**src/rtl/serial_rx_pkg.sv**
```systemverilog
package serial_rx_pkg;

  typedef enum logic {
    RX_IDLE = 1'b0,
    RX_RUN  = 1'b1
  } rx_state_e;

  // character length from its code; codes above four select nine bits
  function automatic logic [3:0] bits_of(input logic [2:0] code);
    return (code > 3'd4) ? 4'd9 : (4'(code) + 4'd5);
  endfunction

  function automatic logic majority3(input logic a, input logic b, input logic c);
    return (a & b) | (a & c) | (b & c);
  endfunction

  function automatic logic [8:0] low_mask(input logic [3:0] n);
    logic [9:0] m;
    m = (10'd1 << n) - 10'd1;
    return m[8:0];
  endfunction

  // error when data ones plus parity bit disagree with the chosen sense
  function automatic logic parity_bad(input logic [8:0] d, input logic p,
                                      input logic en, input logic odd);
    return en & ((^d) ^ p ^ odd);
  endfunction

  // frame slot of the first stop bit: start, data, optional parity
  function automatic logic [3:0] stop_slot(input logic [3:0] n, input logic en);
    return n + 4'(en) + 4'd1;
  endfunction

endpackage

```
**src/rtl/serial_rx_front.sv**
```systemverilog
module serial_rx_front (
  input  logic clk,
  input  logic rst_n,
  input  logic line,
  output logic line_s,
  output logic fall
);
  logic [2:0] sr;

  always_ff @(posedge clk or negedge rst_n) begin
    if (!rst_n) sr <= 3'b111;
    else        sr <= {sr[1:0], line};
  end

  assign line_s = sr[1];
  assign fall   = sr[2] & ~sr[1];
endmodule

```
**src/rtl/serial_rx_baud.sv**
```systemverilog
module serial_rx_baud #(
  parameter int unsigned DIV_W = 12
) (
  input  logic             clk,
  input  logic             rst_n,
  input  logic             run,
  input  logic [DIV_W-1:0] divisor,
  output logic             tick
);
  logic [DIV_W-1:0] cnt;

  assign tick = run && (cnt == divisor);

  always_ff @(posedge clk or negedge rst_n) begin
    if (!rst_n)             cnt <= '0;
    else if (!run || tick)  cnt <= '0;
    else                    cnt <= cnt + 1'b1;
  end
endmodule

```
**src/rtl/serial_rx_frame.sv**
```systemverilog
module serial_rx_frame
  import serial_rx_pkg::*;
#(
  parameter int unsigned OVS_NORM = 16,
  parameter int unsigned OVS_FAST = 8,
  parameter int unsigned PH_W     = $clog2(OVS_NORM)
) (
  input  logic            clk,
  input  logic            rst_n,
  input  logic            line_s,
  input  logic            fall,
  input  logic            tick,
  input  logic            fast,
  input  logic [2:0]      nbits_code,
  input  logic            par_en,
  input  logic            par_odd,
  output logic            busy,
  output logic [PH_W-1:0] phase_o,
  output logic            vote_evt,
  output logic            start_abort,
  output logic            frame_done,
  output logic [8:0]      fr_data,
  output logic            fr_perr,
  output logic            fr_ferr,
  output logic [3:0]      nb_o
);
  localparam logic [PH_W:0] OSN = (PH_W+1)'(OVS_NORM);
  localparam logic [PH_W:0] OSF = (PH_W+1)'(OVS_FAST);

  rx_state_e       st;
  logic [PH_W-1:0] phase;
  logic [3:0]      bit_idx;
  logic [8:0]      shreg;
  logic            v0, v1, par_bit;

  logic [PH_W:0] os, c_mid, c_lo, c_hi, c_last, ph_x;
  logic [3:0]    nb, stop_idx, data_pos;
  logic          vote, is_data, is_par;

  assign os     = fast ? OSF : OSN;
  assign c_mid  = os >> 1;
  assign c_lo   = c_mid - 1'b1;
  assign c_hi   = c_mid + 1'b1;
  assign c_last = os - 1'b1;
  assign ph_x   = {1'b0, phase};

  assign nb       = bits_of(nbits_code);
  assign stop_idx = stop_slot(nb, par_en);
  assign data_pos = bit_idx - 4'd1;
  assign is_data  = (bit_idx != 4'd0) && (bit_idx <= nb);
  assign is_par   = par_en && (bit_idx == nb + 4'd1);

  assign busy        = (st == RX_RUN);
  assign vote        = majority3(v0, v1, line_s);
  assign vote_evt    = busy && tick && (ph_x == c_hi);
  assign start_abort = vote_evt && (bit_idx == 4'd0) && vote;
  assign frame_done  = vote_evt && (bit_idx == stop_idx);

  assign fr_data = shreg;
  assign fr_perr = parity_bad(shreg, par_bit, par_en, par_odd);
  assign fr_ferr = ~vote;
  assign nb_o    = nb;
  assign phase_o = phase;

  always_ff @(posedge clk or negedge rst_n) begin
    if (!rst_n) begin
      st      <= RX_IDLE;
      phase   <= '0;
      bit_idx <= '0;
      shreg   <= '0;
      v0      <= 1'b1;
      v1      <= 1'b1;
      par_bit <= 1'b0;
    end else if (st == RX_IDLE) begin
      if (fall) begin
        st      <= RX_RUN;
        phase   <= '0;
        bit_idx <= '0;
        shreg   <= '0;
        par_bit <= 1'b0;
      end
    end else if (tick) begin
      if (ph_x == c_lo)  v0 <= line_s;
      if (ph_x == c_mid) v1 <= line_s;
      if (vote_evt && is_data) shreg[data_pos] <= vote;
      if (vote_evt && is_par)  par_bit <= vote;
      if (start_abort || frame_done) begin
        st    <= RX_IDLE;
        phase <= '0;
      end else if (ph_x == c_last) begin
        phase   <= '0;
        bit_idx <= bit_idx + 4'd1;
      end else begin
        phase <= phase + 1'b1;
      end
    end
  end
endmodule

```
**src/rtl/serial_rx_hold.sv**
```systemverilog
module serial_rx_hold (
  input  logic       clk,
  input  logic       rst_n,
  input  logic       frame_done,
  input  logic [8:0] fr_data,
  input  logic       fr_perr,
  input  logic       fr_ferr,
  input  logic [3:0] nb,
  input  logic       mpm,
  input  logic       rd,
  output logic [8:0] rx_data,
  output logic       rx_ready,
  output logic       err_frame,
  output logic       err_parity,
  output logic       err_overrun,
  output logic       accept,
  output logic       load
);
  logic ovr_evt;

  assign accept  = !(mpm && (nb == 4'd9) && !fr_data[8]);
  assign load    = frame_done && accept && (!rx_ready || rd);
  assign ovr_evt = frame_done && accept && rx_ready && !rd;

  always_ff @(posedge clk or negedge rst_n) begin
    if (!rst_n) begin
      rx_data     <= '0;
      rx_ready    <= 1'b0;
      err_frame   <= 1'b0;
      err_parity  <= 1'b0;
      err_overrun <= 1'b0;
    end else if (load) begin
      rx_data     <= fr_data;
      rx_ready    <= 1'b1;
      err_frame   <= fr_ferr;
      err_parity  <= fr_perr;
      err_overrun <= 1'b0;
    end else if (ovr_evt) begin
      err_overrun <= 1'b1;
    end else if (rd && rx_ready) begin
      rx_ready    <= 1'b0;
      err_overrun <= 1'b0;
    end
  end
endmodule

```
**src/rtl/serial_rx_vote.sv**
```systemverilog
module serial_rx_vote #(
  parameter int unsigned DIV_W    = 12,
  parameter int unsigned OVS_NORM = 16,
  parameter int unsigned OVS_FAST = 8
) (
  input  logic             clk,
  input  logic             rst_n,
  input  logic             rxd,
  input  logic [DIV_W-1:0] divisor,
  input  logic             fast,
  input  logic [2:0]       nbits_code,
  input  logic             par_en,
  input  logic             par_odd,
  input  logic             mpm,
  input  logic             rd,
  output logic [8:0]       rx_data,
  output logic             rx_ready,
  output logic             err_frame,
  output logic             err_parity,
  output logic             err_overrun
);
  localparam int unsigned PH_W = $clog2(OVS_NORM);

  logic            line_s, fall, baud_tick, is_busy;
  logic [PH_W-1:0] phase;
  logic            vote_evt, start_abort, frame_done;
  logic [8:0]      fr_data;
  logic            fr_perr, fr_ferr, frame_accept, buf_load;
  logic [3:0]      nb;

  serial_rx_front u_front (
    .clk(clk), .rst_n(rst_n), .line(rxd), .line_s(line_s), .fall(fall)
  );

  serial_rx_baud #(.DIV_W(DIV_W)) u_baud (
    .clk(clk), .rst_n(rst_n), .run(is_busy), .divisor(divisor), .tick(baud_tick)
  );

  serial_rx_frame #(.OVS_NORM(OVS_NORM), .OVS_FAST(OVS_FAST), .PH_W(PH_W)) u_frame (
    .clk(clk), .rst_n(rst_n), .line_s(line_s), .fall(fall), .tick(baud_tick),
    .fast(fast), .nbits_code(nbits_code), .par_en(par_en), .par_odd(par_odd),
    .busy(is_busy), .phase_o(phase), .vote_evt(vote_evt),
    .start_abort(start_abort), .frame_done(frame_done), .fr_data(fr_data),
    .fr_perr(fr_perr), .fr_ferr(fr_ferr), .nb_o(nb)
  );

  serial_rx_hold u_hold (
    .clk(clk), .rst_n(rst_n), .frame_done(frame_done), .fr_data(fr_data),
    .fr_perr(fr_perr), .fr_ferr(fr_ferr), .nb(nb), .mpm(mpm), .rd(rd),
    .rx_data(rx_data), .rx_ready(rx_ready), .err_frame(err_frame),
    .err_parity(err_parity), .err_overrun(err_overrun),
    .accept(frame_accept), .load(buf_load)
  );
endmodule

```
**config.mk**
```make
export PLATFORM = sky130hd
export DESIGN_NAME = serial_rx_vote
export DESIGN_NICKNAME = d
export VERILOG_FILES = /design/src/rtl/serial_rx_pkg.sv /design/src/rtl/serial_rx_front.sv /design/src/rtl/serial_rx_baud.sv /design/src/rtl/serial_rx_frame.sv /design/src/rtl/serial_rx_hold.sv /design/src/rtl/serial_rx_vote.sv
export SDC_FILE = /design/constraint.sdc
export NUM_CORES = 1
export LEC_CHECK = 0
export ABC_AREA = 1
export ABC_CLOCK_PERIOD_IN_PS = 1600
export BUFFER_PORTS_ARGS = -buffer_cell sky130_fd_sc_hd__buf_2
export CAP_MARGIN = 20
export CELL_PAD_IN_SITES_DETAIL_PLACEMENT = 1
export CELL_PAD_IN_SITES_GLOBAL_PLACEMENT = 1
export CORE_AREA = 4 4 99 101
export CTS_CLUSTER_SIZE = 14
export DETAILED_ROUTE_END_ITERATION = 16
export DIE_AREA = 0 0 103 105
export GPL_TIMING_DRIVEN = 1
export PLACE_DENSITY = 0.85
export SLEW_MARGIN = 20
export SYNTH_ARGS = -nofsm -noshare
export SYNTH_HDL_FRONTEND = slang
export SYNTH_SLANG_ARGS = --single-unit
```
**constraint.sdc**
```tcl
create_clock -name clk -period 1.6 [get_ports clk]
set_input_delay 0.16 -clock clk [delete_from_list [all_inputs] [get_ports clk]]
set_output_delay 0.16 -clock clk [all_outputs]
set_load 0.01 [all_outputs]
```
# After elaboration in Yosys (flattened, before gate mapping)
# Cells that the tools add are included.
[classes]
add_sub_neg = 11
magnitude_cmp = 4
eq_ne = 14
mux = 32
bitwise_logic = 11
reduce_logical = 39
[ops]
columns = ["op", "n"]
rows = [
  ["4-bit two-way mux", 10],
  ["9-bit two-way mux", 4],
  ["1-bit logical AND", 18],
  ["4-bit by 1-bit adder with 4-bit output (second input constant)", 4],
  ["4-bit by 5-bit == test with 1-bit output", 3],
  ["1-bit two-way mux", 14],
  ["12-bit by 1-bit adder with 12-bit output (second input constant)", 1],
  ["12-bit == test", 1],
  ["4-bit == test", 3],
  ["12-bit two-way mux", 1],
  ["2-bit != test (second input constant)", 6],
  ["3-bit AND reduction", 4],
  ["9-bit bitwise mux", 1],
  ["9-bit XOR reduction", 1],
  ["4-bit by 1-bit adder with 5-bit output (second input constant)", 1],
  ["1-bit AND", 5],
  ["1-bit logical NOT", 5],
  ["4-bit by 5-bit less-than comparator with 1-bit output (second input constant)", 1],
  ["5-bit two-way mux", 1],
  ["4-bit by 1-bit subtractor with 5-bit output (second input constant)", 1],
  ["5-bit by 1-bit subtractor with 5-bit output (second input constant)", 1],
  ["3-bit by 3-bit adder with 4-bit output (second input constant)", 1],
  ["4-bit by 1-bit adder with 4-bit output", 1],
  ["1-bit demux with 4-bit select", 1],
  ["other kinds (15)", 22],
]
[word_totals]
ff_bits = 49
inputBits = 23
output_inout_bits = 13

# Depth between registers and ports, before layout
[logic_depth]
ltp_word = 11
depth_mapped = 19

# Modules after synthesis
# From an unflattened synthesis, not the netlist that was laid out.
[unflattened]
cells_unflattened = 467
hier_area_um2 = 3427.0
[modules_own_cells]
columns = ["module", "instances", "cells_each", "area_per_inst_um2", "seq_area_each_um2"]
rows = [
  ["serial_rx_frame", 1, 280, 1966.9, 528.0],
  ["serial_rx_baud", 1, 115, 792.0, 300.3],
  ["serial_rx_hold", 1, 67, 579.3, 325.3],
  ["serial_rx_front", 1, 5, 88.8, 78.8],
]

# Worst setup path after synthesis
# OpenSTA, ideal clock, no wires.
[synth_timing]
path_type = "input to register"
startpoint = "in nbits_code[0]"
endpoint = "reg u_hold.err_frame"
setup_ns = 0.117
arrival_ns = 1.815
path_slack_ns = -0.332
path_stages = 16
cell_sequence = "inv_1 ha_1 inv_1 nand2_2 nand2_2 inv_1 ha_1 xnor2_1 nand2_1 nor2_1 nand2_1 nor2_1 nand4_2 buf_6 nand2_1 nand2_1"
[synth_via]
elab_chain_cells = 8
[synth_lines]
columns = ["element", "line_no", "source"]
rows = [
  ["start: declaration", "serial_rx_vote.sv:11", "input logic [2:0] nbits_code,"],
  ["3-bit by 3-bit adder with 4-bit output or 3-bit greater-than comparator (tied branches)", "serial_rx_pkg.sv:10", "return (code > 3'd4) ? 4'd9 : (4'(code) + 4'd5);"],
  ["4-bit two-way mux (*)", "serial_rx_pkg.sv:10", ""],
  ["4-bit by 1-bit adder with 4-bit output or 4-bit == test (tied branches)", "serial_rx_pkg.sv:31, serial_rx_hold.sv:21", ""],
  ["4-bit by 1-bit adder with 4-bit output or 1-bit logical AND (tied branches)", "serial_rx_pkg.sv:31, serial_rx_hold.sv:21", ""],
  ["4-bit == test or 1-bit logical AND (tied branches)", "serial_rx_frame.sv:57, serial_rx_hold.sv:21", ""],
  ["1-bit logical AND or 1-bit logical NOT (tied branches)", "serial_rx_frame.sv:57, serial_rx_hold.sv:21", ""],
  ["1-bit logical AND (*) (2 in a row)", "serial_rx_hold.sv:22", "assign load = frame_done && accept && (!rx_ready || rd);"],
  ["end signal: assignment", "serial_rx_hold.sv:35", "err_frame <= fr_ferr;"],
  ["end: declaration", "serial_rx_hold.sv:13", "output logic err_frame,"],
]
# Mark *: on every way between the ends. The rest lies on a longest branch, timed or not.
# A chain may end at the register's enable or synchronous reset.

# Worst setup path after layout
[layout_timing]
startpoint = "reg u_frame.bit_idx[1]"
endpoint = "reg u_frame.shreg[1] (netlist: u_frame.fr_data[1])"
[layout_via]
elab_chain_cells = 9
[layout_lines]
columns = ["element", "line_no", "source"]
rows = [
  ["start: declaration", "serial_rx_frame.sv:32", "logic [3:0] bit_idx;"],
  ["start signal: assignment", "serial_rx_frame.sv:92", "bit_idx <= bit_idx + 4'd1;"],
  ["4-bit by 1-bit subtractor with 4-bit output", "serial_rx_frame.sv:49", "assign data_pos = bit_idx - 4'd1;"],
  ["4-bit by 5-bit less-than comparator with 1-bit output (not written as such) or 4-bit by 1-bit >= comparator with 1-bit output (tied branches)", "serial_rx_frame.sv:85", "if (vote_evt && is_data) shreg[data_pos] <= vote;"],
  ["1-bit logical AND (not written as such)", "serial_rx_frame.sv:85", ""],
  ["1-bit two-way mux (not written as such)", "serial_rx_frame.sv:85", ""],
  ["1-bit demux with 4-bit select", "-", ""],
  ["9-bit bitwise mux", "serial_rx_frame.sv:85", ""],
  ["9-bit two-way mux", "serial_rx_frame.sv:85", ""],
  ["9-bit two-way mux", "serial_rx_frame.sv:82", "end else if (tick) begin"],
  ["9-bit two-way mux", "serial_rx_frame.sv:74", "end else if (st == RX_IDLE) begin"],
  ["end signal: indexed assignment", "serial_rx_frame.sv:85", ""],
  ["end: declaration", "serial_rx_frame.sv:33", "logic [8:0] shreg;"],
]
# Several ways; a longest one is shown, not always the timed one. The select of a mux whose other input is x is not followed.

==> impl_results.md <==
- Outcome: complete, but fails checks
- Failing checks: setup timing
- First-pass GRT wire length: 23190 um
- Initial Utilization: 38.11%
- I/O Pins: 36
- Vias in the first global route: 4538
- Critical path class: flop to flop
- Vias per cell: 5.729
- Largest net degree at the start of global routing: 50
- CTS tree: built
- Clock Skews: 0.01058 ns
- Clock buffer depth: 2
- FF/Latch Area: 1235 sq um
- Placement Setup Slack: -0.6654 ns
- P_leak: 2.719 nW
- Syn Area/Cell: 6.960 sq um
- Dpl cells: 697
- Clock Latency Late Sink: 0.33 ns
- Final non-filler cell total: 742
- Clock buffer count from CTS: 5
- Yosys cell types: 30
- Post-synthesis mux area share: 0%
- Synth area leaders: dfrtp_1, nand2_1, ha_1
- Fmax: 509.2 MHz
- Biggest area consumer among synthesized cells: dfrtp_1
- Crit path DAT: 2.17 ns
- Period utilization: 122.7%
- Final Max Tran Viols: 0
- Synth Instances: 494
- Most frequent cells in the layout: nand2_1, buf_4, inv_1
- Hold Path Class: input port to flop
- Overall via count from detail_route: 4251
- Filler cell count: 1099
- GR Overflow Total: 0
- Number of synthesized register bits: 49
- Share of cells above drive strength 1: 42.47%
- Yosys top cell area share: 32.02%
- Final RePlAce weighted congestion: 0.8477
- Die span in x: 103 um
- DRT iter0 DRCs: 342
- Worst rel slew slack: 75.62%
- Crit end category: flop
- Worst-Margin Slew: 0.3657 ns
- Wirelength per Cell: 22.84 um
- RSZ-0062 raised after global routing: yes
- Antenna viol nets, final: 0
- Clock transition at the registers of the reported paths: 0.11 ns
- Diode count: 0
- Adder-Cell Fraction of Synth Area: 6.914%
- Fin area: 5251 sq um
- Post-route DRC: 0
- Simple-Gate Fraction of Synth Area: 39.77%
- Final WS setup: -0.3637 ns
- Maximum vdd drop: 0.4373 mV
- Post-DP HPWL: 7878 um
- Post-synthesis xor/xnor area fraction: 5.058%
- Die height: 105 um
- PwrDens: 790.4 nW/um^2
- Total Die Area: 10820 sq um
- Setup-failing EPs final: 46
- Initial antenna violation count: 0
- Main combinational cell family by area after synthesis: simple AND/OR/NAND/NOR gates
- Final-stage net count: 672
- Commonest non-fill, non-tap cell in the layout: nand2_1
- Max Cap Viol: 0
- Compound-gate portion of the synthesized area: 3.930%
- Minimum clock period: 1.964 ns
- Multi-input logic area: 2479 sq um
- Post-synthesis sequential area ratio: 35.84%
- Net count after synthesis: 536
- Clk root buf: clkbuf_8
- Port bufs: 35
- Gr usage total: 27.51%
- Placed Area: 4307 sq um
- Row count: 35
- WL final: 16950 um
- Crit Path Max Fanout: 3
- Worst Path Required: 1.81 ns
- Final hold vios: 0
- Area growth syn-to-layout: 52.73%
- Drt pass-1 iters: 5
- Syn. warnings: 0
- Startpoint types: flop
- Core area: 9021 sq um
- Htree depth: 2
- Clock Sinks: 49
- Cell Area, Synth: 3438 sq um
## synthesized netlist by cell type
master,count
a21oi_1,12
and3_1,1
buf_1,1
buf_2,2
buf_4,1
buf_6,3
dfrtp_1,44
dfstp_2,5
ha_1,19
inv_1,60
inv_2,3
nand2_1,207
nand2_2,5
nand2_4,1
nand3_1,33
nand3_2,3
nand3b_1,9
nand4_1,7
nand4_2,3
nor2_1,32
nor2_2,2
nor2_4,4
nor3_1,4
o21a_1,1
o21ai_0,9
o21ai_1,3
o31ai_1,1
xnor2_1,13
xor2_1,5
xor2_2,1
## flip-flops by register name, indices dropped and copies added (netlist names), 3 cells and up
register         cells
u_baud.cnt          12
u_frame.fr_data      9
u_hold.rx_data       9
u_frame.bit_idx      4
u_frame.phase_o      4
u_front.sr           3
## critical path, cell delays in order, from the launching register on
cell and delay, ns:
dfrtp_2 0.46, buf_12 0.13, inv_2 0.05, ha_4 0.17, xnor2_2 0.26, inv_1 0.16
nor2_4 0.15, nand2_1 0.12, nand2_1 0.11, nand2_2 0.07, nand2_1 0.07, nand2_1 0.09
## routing by layer
layer	vias up	share of wire, %	global-route usage, %
met2	258	51	48.35
met3	105	6.0	4.339
met1	2080	36	30.51
met4	0	6.8	15.82
met5	-	0	0
li1	1808	-	-
## cell type report
type                    instances  share of cell area [%]
inverters                      63                   4.980
multi-input cells             378                   47.20
well taps                     111                   2.645
flip-flops and latches         49                   23.52
repair buffers                133                   19.11
clock buffers                   5                   1.310
clock inverters                 3                   1.239
## through the flow
stage / total power (W) / utilization (%) / hold slack (ns) / TNS (ns)
floorplan: 0.002018 / - / -0.1356 / -3.284
global placement: 0.002443 / 47.74 / 0.1653 / -14.73
detailed placement: 0.002526 / 47.74 / 0.1691 / -17.33
CTS: 0.003830 / 56.03 / 0.1152 / -3.466
global route: 0.004303 / 58.21 / 0.1335 / -16.13
finish: 0.004151 / 58.21 / 0.1299 / -12.12
## final timing paths
kind                                    start            endpoint  slack [ns]  depth (start not counted)
max                        u_frame.bit_idx[1]  u_frame.fr_data[1]       -0.36                         11
max reg2reg                u_frame.bit_idx[1]  u_frame.fr_data[1]       -0.36                         11
max in group asynchronous               rst_n       u_front.sr[1]        0.90                          3
min                                        rd  u_hold.err_overrun        0.13                          4
min reg2reg                     u_front.sr[0]       u_front.sr[1]        0.37                          0
min in group asynchronous               rst_n  u_frame.fr_data[1]        0.38                          3
## where the power goes
part	internal, W	total [W]	switching, W	leakage [nW]
Combinational	0.000672	0.00151	0.000833	2.03
Clock	0.000622	0.00112	0.000501	0.0681
Sequential	0.00138	0.00152	0.000147	0.619
Total	0.00267	0.00415	0.00148	2.72
## cells by family after synthesis
group | Yosys count
simple gates | 311
fa+ha+maj | 19
flops | 49
compound gates | 26
xor+xnor | 19
buf+inv | 70
## timing repair
item	CTS	global route
hold buffers	2	0
endpoints found under the hold margin	45	0
pin swaps	40	29
cloned	4	0
gates resized for setup	87	51
endpoints found under the setup margin	44	46
setup buffers	23	11
Power figures use the tool's default switching activity.
